==> config.mk <==
export PLATFORM = sky130hd
export DESIGN_NAME = modem_chg_det
export DESIGN_NICKNAME = d
export VERILOG_FILES = /design/src/rtl/mcd_pkg.sv /design/src/rtl/mcd_sync.sv /design/src/rtl/mcd_filter.sv /design/src/rtl/mcd_event.sv /design/src/rtl/modem_chg_det.sv
export SDC_FILE = /design/constraint.sdc
export NUM_CORES = 1
export LEC_CHECK = 0
export CORE_AREA = 3 3 40 42
export CTS_CLUSTER_DIAMETER = 120
export DETAILED_ROUTE_END_ITERATION = 6
export DIE_AREA = 0 0 43 45
export GPL_TIMING_DRIVEN = 0
export PLACE_DENSITY_LB_ADDON = 0.12
export SLEW_MARGIN = 20
export SYNTH_ARGS = -nofsm -noshare
export SYNTH_HDL_FRONTEND = slang
export SYNTH_HIERARCHICAL = 1
export SYNTH_SLANG_ARGS = --single-unit
==> constraint.sdc <==
create_clock -name clk_i -period 2.4 [get_ports clk_i]
set_clock_uncertainty 0.05 [all_clocks]
set_input_delay 0.48 -clock clk_i [delete_from_list [all_inputs] [get_ports clk_i]]
set_output_delay 0.48 -clock clk_i [all_outputs]
set_load 0.01 [all_outputs]
==> src/rtl/mcd_pkg.sv <==
package mcd_pkg;
    localparam int unsigned STAT_W       = 8;
    localparam int unsigned STAT_FLAG_IX = 4;
    localparam int unsigned STAT_CUR_IX  = 0;

    typedef struct packed {
        logic flag;
        logic irq;
    } evt_state_t;

    function automatic logic [STAT_W-1:0] pack_status(input logic flag, input logic cur);
        logic [STAT_W-1:0] s;
        s = '0;
        s[STAT_FLAG_IX] = flag;
        s[STAT_CUR_IX]  = cur;
        return s;
    endfunction
endpackage

==> src/rtl/mcd_sync.sv <==
module mcd_sync #(
    parameter int unsigned STAGES = 2
) (
    input  logic clk_i,
    input  logic rst_ni,
    input  logic d_i,
    output logic q_o
);
    logic [STAGES-1:0] pipe_d, pipe_q;

    always_comb begin
        pipe_d = {pipe_q[STAGES-2:0], d_i};
    end

    always_ff @(posedge clk_i or negedge rst_ni) begin
        if (!rst_ni) pipe_q <= '1;
        else         pipe_q <= pipe_d;
    end

    assign q_o = pipe_q[STAGES-1];
endmodule

==> src/rtl/mcd_filter.sv <==
module mcd_filter #(
    parameter int unsigned FILT_TICKS = 4
) (
    input  logic clk_i,
    input  logic rst_ni,
    input  logic tick_i,
    input  logic sync_i,
    output logic lvl_o,
    output logic chg_o
);
    localparam int unsigned CNT_W = (FILT_TICKS > 2) ? $clog2(FILT_TICKS) : 1;
    localparam logic [CNT_W-1:0] CNT_LAST = CNT_W'(FILT_TICKS - 1);

    typedef struct packed {
        logic             armed;
        logic             boot;
        logic             lvl;
        logic             chg;
        logic [CNT_W-1:0] cnt;
    } filt_t;

    filt_t st_d, st_q;

    always_comb begin
        st_d     = st_q;
        st_d.chg = 1'b0;
        if (!st_q.armed) begin
            if (tick_i) begin
                if (st_q.boot) begin
                    st_d.armed = 1'b1;
                    st_d.lvl   = sync_i;
                    st_d.chg   = (sync_i != st_q.lvl);
                end else begin
                    st_d.boot = 1'b1;
                end
            end
        end else if (sync_i == st_q.lvl) begin
            st_d.cnt = '0;
        end else if (tick_i) begin
            if (st_q.cnt == CNT_LAST) begin
                st_d.lvl = sync_i;
                st_d.cnt = '0;
                st_d.chg = 1'b1;
            end else begin
                st_d.cnt = st_q.cnt + 1'b1;
            end
        end
    end

    always_ff @(posedge clk_i or negedge rst_ni) begin
        if (!rst_ni) st_q <= '{armed: 1'b0, boot: 1'b0, lvl: 1'b1, chg: 1'b0, cnt: '0};
        else         st_q <= st_d;
    end

    assign lvl_o = st_q.lvl;
    assign chg_o = st_q.chg;

    // the accepted level only moves on a tick
    a_r3_level_on_tick: assert property (@(posedge clk_i) disable iff (!rst_ni)
        !$stable(st_q.lvl) |-> $past(tick_i));
    // negated level held until the boot sample is taken
    a_r6_negated_before_arm: assert property (@(posedge clk_i) disable iff (!rst_ni)
        !st_q.armed |-> st_q.lvl);
    // change indication is a single-cycle pulse
    a_r4_single_pulse: assert property (@(posedge clk_i) disable iff (!rst_ni)
        chg_o |=> !chg_o);
endmodule

==> src/rtl/mcd_event.sv <==
module mcd_event
    import mcd_pkg::*;
(
    input  logic clk_i,
    input  logic rst_ni,
    input  logic chg_i,
    input  logic rd_i,
    input  logic irq_en_i,
    output logic flag_o,
    output logic irq_o
);
    evt_state_t ev_d, ev_q;

    always_comb begin
        ev_d      = ev_q;
        ev_d.flag = chg_i | (ev_q.flag & ~rd_i);
        ev_d.irq  = ev_q.flag & irq_en_i;
    end

    always_ff @(posedge clk_i or negedge rst_ni) begin
        if (!rst_ni) ev_q <= '0;
        else         ev_q <= ev_d;
    end

    assign flag_o = ev_q.flag;
    assign irq_o  = ev_q.irq;

    // a read with no new change clears the flag
    a_r5_read_clears: assert property (@(posedge clk_i) disable iff (!rst_ni)
        (rd_i && !chg_i) |=> !flag_o);
    // a change always leaves the flag set, read or not
    a_r8_set_wins: assert property (@(posedge clk_i) disable iff (!rst_ni)
        chg_i |=> flag_o);
    // no request one cycle after the flag is clear
    a_r9_irq_drops: assert property (@(posedge clk_i) disable iff (!rst_ni)
        !flag_o |=> !irq_o);
    // disabled means no request next cycle
    a_r9_irq_masked: assert property (@(posedge clk_i) disable iff (!rst_ni)
        !irq_en_i |=> !irq_o);
endmodule

==> src/rtl/modem_chg_det.sv <==
module modem_chg_det
    import mcd_pkg::*;
#(
    parameter int unsigned SYNC_STAGES = 2,
    parameter int unsigned FILT_TICKS  = 4
) (
    input  logic              clk_i,
    input  logic              rst_ni,
    input  logic              tick_i,
    input  logic              cts_n_i,
    input  logic              rd_i,
    input  logic              irq_en_i,
    output logic [STAT_W-1:0] status_o,
    output logic              irq_o
);
    logic sync_lvl, acc_lvl, acc_chg, flag;

    mcd_sync #(.STAGES(SYNC_STAGES)) u_sync (
        .clk_i (clk_i),
        .rst_ni(rst_ni),
        .d_i   (cts_n_i),
        .q_o   (sync_lvl)
    );

    mcd_filter #(.FILT_TICKS(FILT_TICKS)) u_filter (
        .clk_i (clk_i),
        .rst_ni(rst_ni),
        .tick_i(tick_i),
        .sync_i(sync_lvl),
        .lvl_o (acc_lvl),
        .chg_o (acc_chg)
    );

    mcd_event u_event (
        .clk_i   (clk_i),
        .rst_ni  (rst_ni),
        .chg_i   (acc_chg),
        .rd_i    (rd_i),
        .irq_en_i(irq_en_i),
        .flag_o  (flag),
        .irq_o   (irq_o)
    );

    assign status_o = pack_status(flag, acc_lvl);

    // reserved status bits stay zero
    a_r1_reserved_zero: assert property (@(posedge clk_i) disable iff (!rst_ni)
        (status_o & 8'hEE) == 8'h00);
endmodule

==> results of run 1 <==
==> registers in the layout (all words and copies together) (netlist names) <==
| signal | flops |
|---|---|
| u_event/flag_o | 1 |
| u_event/irq_o | 1 |
| u_filter/chg_o | 1 |
| u_filter/lvl_o | 1 |
| u_filter/st_q | 4 |
| u_sync/pipe_q | 2 |
==> worst min path at each step <==
stage | slack, ps | start | cells past startpoint | to
global placement | 300 | u_sync/pipe_q[0] | 0 | u_sync/pipe_q[1]
global route | 320 | u_sync/pipe_q[0] | 0 | u_sync/pipe_q[1]
finish | 310 | u_sync/pipe_q[0] | 0 | u_sync/pipe_q[1]
CTS | 310 | u_sync/pipe_q[0] | 0 | u_sync/pipe_q[1]
floorplan | 130 | rst_ni | 0 | u_event/flag_o
detailed placement | 300 | u_sync/pipe_q[0] | 0 | u_sync/pipe_q[1]
==> synth_stat cells <==
library cell  number  area, sq um
dfstp_2            3         78.8
mux2_1             1         11.3
dfrtp_1            7          175
and2_1             1         6.26
mux2_4             1         15.0
o2bb2ai_1          2         17.5
ha_1               1         12.5
conb_1             1         3.75
nand2_1            2         7.51
xnor2_1            1         8.76
nor2b_1            2         12.5
nor2_1             2         7.51
a31oi_1            2         12.5
a21o_1             2         15.0
nand2_2            1         6.26
buf_4              8         60.1
inv_1              2         7.51
==> final cells by class <==
| cell class | instances | area share |
|---|---|---|
| repair buffers | 8 | 0.133 |
| clock buffers | 4 | 0.0437 |
| inverters | 2 | 0.0125 |
| multi-input cells | 24 | 0.258 |
| well taps | 15 | 0.0312 |
| plain buffers | 8 | 0.0998 |
| flip-flops and latches | 10 | 0.422 |
==> power breakdown <==
part	leakage [nW]	switching, mW	total, mW	internal (mW)
registers	0.123	0.0192	0.216	0.197
logic	0.176	0.0461	0.116	0.0702
clock network	0.0150	0.0589	0.123	0.0642
total	0.314	0.124	0.455	0.331
==> per-stage QoR <==
| step | instance area (sq um) | worst slack [ps] |
|---|---|---|
| finish | 602 | 445 |
| global route | 602 | 398 |
| CTS | 602 | 425 |
| detailed placement | 576 | 719 |
| global placement | 576 | 724 |
| floorplan | 477 | 1020 |
==> cells in the final DEF (no fill, tap or decap), types with 2 or more instances in the layout <==
cell type        instances
a21o_1                   2
a31oi_1                  2
buf_4                    8
clkbuf_4                 3
clkdlybuf4s50_1          8
conb_1                   6
dfrtp_1                  7
dfstp_2                  3
inv_1                    2
nand2_1                  2
nor2_1                   2
nor2b_1                  2
o2bb2ai_1                2
==> kinds of logic (layout without fill, tap and decap cells) <==
family	Yosys count	count (layout)
flops	10	10
simple gates	8	8
xor+xnor	1	1
mux	2	2
buf+inv	10	22
other cells	1	6
fa+ha+maj	1	1
compound gates	6	6
==> metal layers <==
layer,share of wire,GRT usage,vias to the layer above,wire [um]
li1,-,-,148,-
met1,0.38,0.108,140,302
met2,0.47,0.165,19,372
met3,0.12,0.0438,2,91
met4,0.028,0.108,0,22
met5,0,0,-,0
==> impl_metrics.py, run 1 <==
metrics = {
    "detailed_routing": {
        "ant_nets": 0,
        "post_drt_wl_per_cell_um": 11.1,
        "drcViolationCount": 0,
        "vias": 309,
        "drt_iter0_drc": 8,
        "drt_pass1_iterations": 4,
        "wl_um": 789,
        "vias_per_cell": 4.35,
    },
    "placement": {
        "placed_cells_incl_taps": 67,
        "finalWeightedCongestion": 0.695,
        "dpl.hpwl_um": 581,
        "port_buffers": 8,
    },
    "synth": {
        "avgSynthCellArea_sq_um": 11.7,
        "syn_area_sq_um": 458,
        "synth-xor-area-share": 0.0191,
        "synth_top_family_by_area": "buffers and inverters",
        "ys_seq_elements": 10,
        "yosys.area_share.adder": 0.0273,
        "synth.area.mux_share": 0.0574,
        "syn_inst": 39,
        "yosysWarnings": 6,
        "synth_cell_types": 17,
        "synthSimpleGateAreaFrac": 0.0874,
        "synth_compound_area_frac": 0.0984,
        "synth.yosys.seq_area_share": 0.555,
    },
    "clock_network": {
        "clk_pin_slew_ps": 60,
        "clk_latency_ps": 270,
        "hold_buffers": 0,
        "post_cts_resized": 0,
        "cts_buffers": 3,
        "cts-root-buf": "clkbuf_4",
        "postCtsSetupBuffers": 0,
        "clockBufferDepth": 2,
        "cts_sinks": 10,
        "cts_max_level": 1,
        "cts_tree": "done",
    },
    "die": {
        "die_area_sq_mm": 0.00194,
        "ios": 15,
        "die_h_um": 45,
        "num_rows": 13,
        "start_util": 0.356,
        "die_w_um": 43,
        "coreArea_sq_mm": 0.00128,
    },
    "sta": {
        "hold_ws_ps": 314,
        "timing.final.max_slew_violations": 0,
        "rsz0062_at_grt": "no",
        "period_share": 0.815,
        "setup_tns_ps": 0,
        "setup_viol": 0,
        "hold_violations": 0,
        "min_period_ps": 1960,
        "max_freq_mhz": 511,
    },
    "grt": {
        "grt_overflow": 0,
        "grt_max_degree": 11,
        "grt_pass1_wl_um": 1420,
        "track_usage": 0.107,
        "antenna_found_initial": 0,
        "first_global_vias": 327,
    },
    "worst_setup_path": {
        "cp-end-kind": "output pin",
        "endpoint": "status_o[0]",
        "crit_required_ps": 1870,
        "regToRegSetupSlack_ps": 930,
        "critical_path_cell_count": 2,
        "ff2ff_path_depth": 4,
        "critPathKind": "register to output pin",
        "cp_max_fo": 3,
        "crit_start": "u_filter/lvl_o",
        "slowest_delay_ps": 550,
        "start_kind": "register",
        "worstReg2RegEnd": "u_filter/lvl_o",
        "crit_buf_inv": 2,
        "critPathArrivalTime_ps": 1430,
        "r2r_start": "u_filter/st_q[0]",
        "cp_slowest_cell": "dfstp_2",
        "crit_chain": "buf_4 -> clkdlybuf4s50_1",
        "critPathTopFamily": "buffers and inverters",
    },
    "job": {
        "maxCapViolations": 0,
    },
    "finish": {
        "final_nets": 64,
        "utilization": 0.468,
        "drive_above_1_share": 0.286,
        "multi_input_area_sq_um": 155,
        "instances_no_fill": 71,
        "n_antenna_cell": 0,
        "syn2layout_area_growth_pct": 31.4,
        "regArea_sq_um": 254,
        "final.fill_count": 123,
    },
    "pwr": {
        "p_total_uw": 455,
        "p_leak_nw": 0.314,
        "vdd_drop_max_v": 0.000311,
        "power_density_mw_per_mm2": 757,
    },
    "min_path": {
        "hp-class": "register to register",
    },
    "run_status": {
        "outcome": "finished, final reports clean",
    },
}
Power figures use the tool's default switching activity.
==> run 2: changes to the inputs <==
==> constraint.sdc (replaced) <==
create_clock -name clk_i -period 1.8 [get_ports clk_i]
set_clock_uncertainty 0.05 [all_clocks]
set_input_delay 0.36 -clock clk_i [delete_from_list [all_inputs] [get_ports clk_i]]
set_output_delay 0.36 -clock clk_i [all_outputs]
set_load 0.01 [all_outputs]
==> impl_metrics.py, run 2 (synthesized netlist as in run 1, its figures left out) <==
metrics = {
    "worst_setup_path": {
        "cp-end-kind": "output pin",
        "crit_required_ps": 1390,
        "critPathKind": "register to output pin",
        "start_kind": "register",
        "cp_max_fo": 3,
        "critPathArrivalTime_ps": 1250,
    },
    "detailed_routing": {
        "vias": 309,
        "drcViolationCount": 0,
        "vias_per_cell": 4.35,
        "drt_iter0_drc": 8,
        "wl_um": 789,
        "drt_pass1_iterations": 4,
        "ant_nets": 0,
        "post_drt_wl_per_cell_um": 11.1,
    },
    "clock_network": {
        "clk_pin_slew_ps": 60,
        "cts_sinks": 10,
        "clockBufferDepth": 2,
        "post_cts_resized": 1,
        "clk_latency_ps": 270,
        "cts-root-buf": "clkbuf_4",
        "cts_buffers": 3,
        "cts_max_level": 1,
        "cts_tree": "done",
        "postCtsSetupBuffers": 0,
        "hold_buffers": 0,
    },
    "grt": {
        "grt_pass1_wl_um": 1420,
        "grt_overflow": 0,
        "grt_max_degree": 11,
        "track_usage": 0.107,
        "first_global_vias": 327,
        "antenna_found_initial": 0,
    },
    "finish": {
        "largestRegisters": "u_filter/st_q (4), u_sync/pipe_q (2)",
        "utilization": 0.467,
        "drive_above_1_share": 0.286,
        "final_common_cell": "buf_4",
        "largest_reg_flops": 4,
        "syn2layout_area_growth_pct": 31.1,
        "regMostFlops": "u_filter/st_q",
        "final_nets": 64,
        "n_antenna_cell": 0,
        "final_cell_mix": "buf_4, clkdlybuf4s50_1, dfrtp_1",
        "design_area_sq_um": 601,
    },
    "die": {
        "ios": 15,
        "die_area_sq_mm": 0.00194,
        "start_util": 0.356,
        "num_rows": 13,
        "coreArea_sq_mm": 0.00128,
        "die_w_um": 43,
        "die_h_um": 45,
    },
    "sta": {
        "setup_viol": 0,
        "rsz0062_at_grt": "no",
        "timing.final.max_slew_violations": 0,
        "period_share": 0.920,
        "hold_violations": 0,
        "min_period_ps": 1660,
        "setup_tns_ps": 0,
        "max_freq_mhz": 604,
    },
    "placement": {
        "place_area_sq_um": 576,
        "finalWeightedCongestion": 0.695,
        "dpl.hpwl_um": 581,
        "port_buffers": 8,
    },
    "min_path": {
        "hp-class": "register to register",
    },
    "pwr": {
        "p_leak_nw": 0.318,
        "vdd_drop_max_v": 0.000411,
        "power_density_mw_per_mm2": 1000,
    },
    "job": {
        "maxCapViolations": 0,
    },
    "run_status": {
        "outcome": "finished, final reports clean",
    },
}
-- run 2: cell count changes in the layout (fill, tap and decap cells not counted) --
cell	delta
dlygate4sd2_1	+1
clkdlybuf4s50_1	-1
-- run 2: metrics by stage --
stage                     setup slack [ps]  power, mW  hold slack (ps)  std cells
final                                  143      0.600              314         71
after global routing                  77.1      0.648              322         71
after CTS                              119      0.608              311         71
after detailed placement               239      0.445              297         67
after global placement                 244      0.435              298         67
after floorplan                        418      0.388             14.4         44
-- run 2: metal layers --
metal  share of wire  GRT usage  vias up
li1                -          -      148
met1            0.38      0.108      140
met2            0.47      0.165       19
met3            0.12     0.0438        2
met4           0.028      0.108        0
met5               0          0        -
-- run 2: cell type report --
| cell class | instances | area (sq um) |
|---|---|---|
| Fill cell | 123 | 684 |
| Sequential cell | 10 | 254 |
| Multi-Input combinational cell | 24 | 155 |
| Timing Repair Buffer | 8 | 78.8 |
| Buffer | 8 | 60.1 |
| Clock buffer | 4 | 26.3 |
| Tap cell | 15 | 18.8 |
| Inverter | 2 | 7.51 |
-- run 2: worst paths after layout --
path | startpoint | to | slack (ps) | cells after the start
worst max-delay path | u_event/flag_o | status_o[4] | 140 | 2
worst min-delay path | u_sync/pipe_q[0] | u_sync/pipe_q[1] | 310 | 0
worst max register to register | u_filter/st_q[0] | u_filter/lvl_o | 330 | 4
worst min register to register | u_sync/pipe_q[0] | u_sync/pipe_q[1] | 310 | 0
max in group asynchronous | rst_ni | u_sync/pipe_q[1] | 1020 | 1
min in group asynchronous | rst_ni | u_event/irq_o | 340 | 1
-- run 2: critical path, stage by stage, from the launching register on --
cell	delay [ps]
dfrtp_1	360
buf_4	110
clkdlybuf4s50_1	520
-- run 2: power by group --
| group | internal, mW | switching (mW) |
|---|---|---|
| Sequential | 0.262 | 0.0256 |
| Clock | 0.0856 | 0.0786 |
| Combinational | 0.0870 | 0.0612 |
| Total | 0.435 | 0.165 |
==> run 3: changes to the inputs <==
--- a/config.mk
+++ b/config.mk
@@ -11,7 +11,7 @@
 export DIE_AREA = 0 0 43 45
 export GPL_TIMING_DRIVEN = 0
 export PLACE_DENSITY_LB_ADDON = 0.12
-export SLEW_MARGIN = 20
+export SLEW_MARGIN = 40
 export SYNTH_ARGS = -nofsm -noshare
 export SYNTH_HDL_FRONTEND = slang
 export SYNTH_HIERARCHICAL = 1
==> results of run 3 <==
Same layout as run 2: the final DEF is identical, and so are final timing and power.
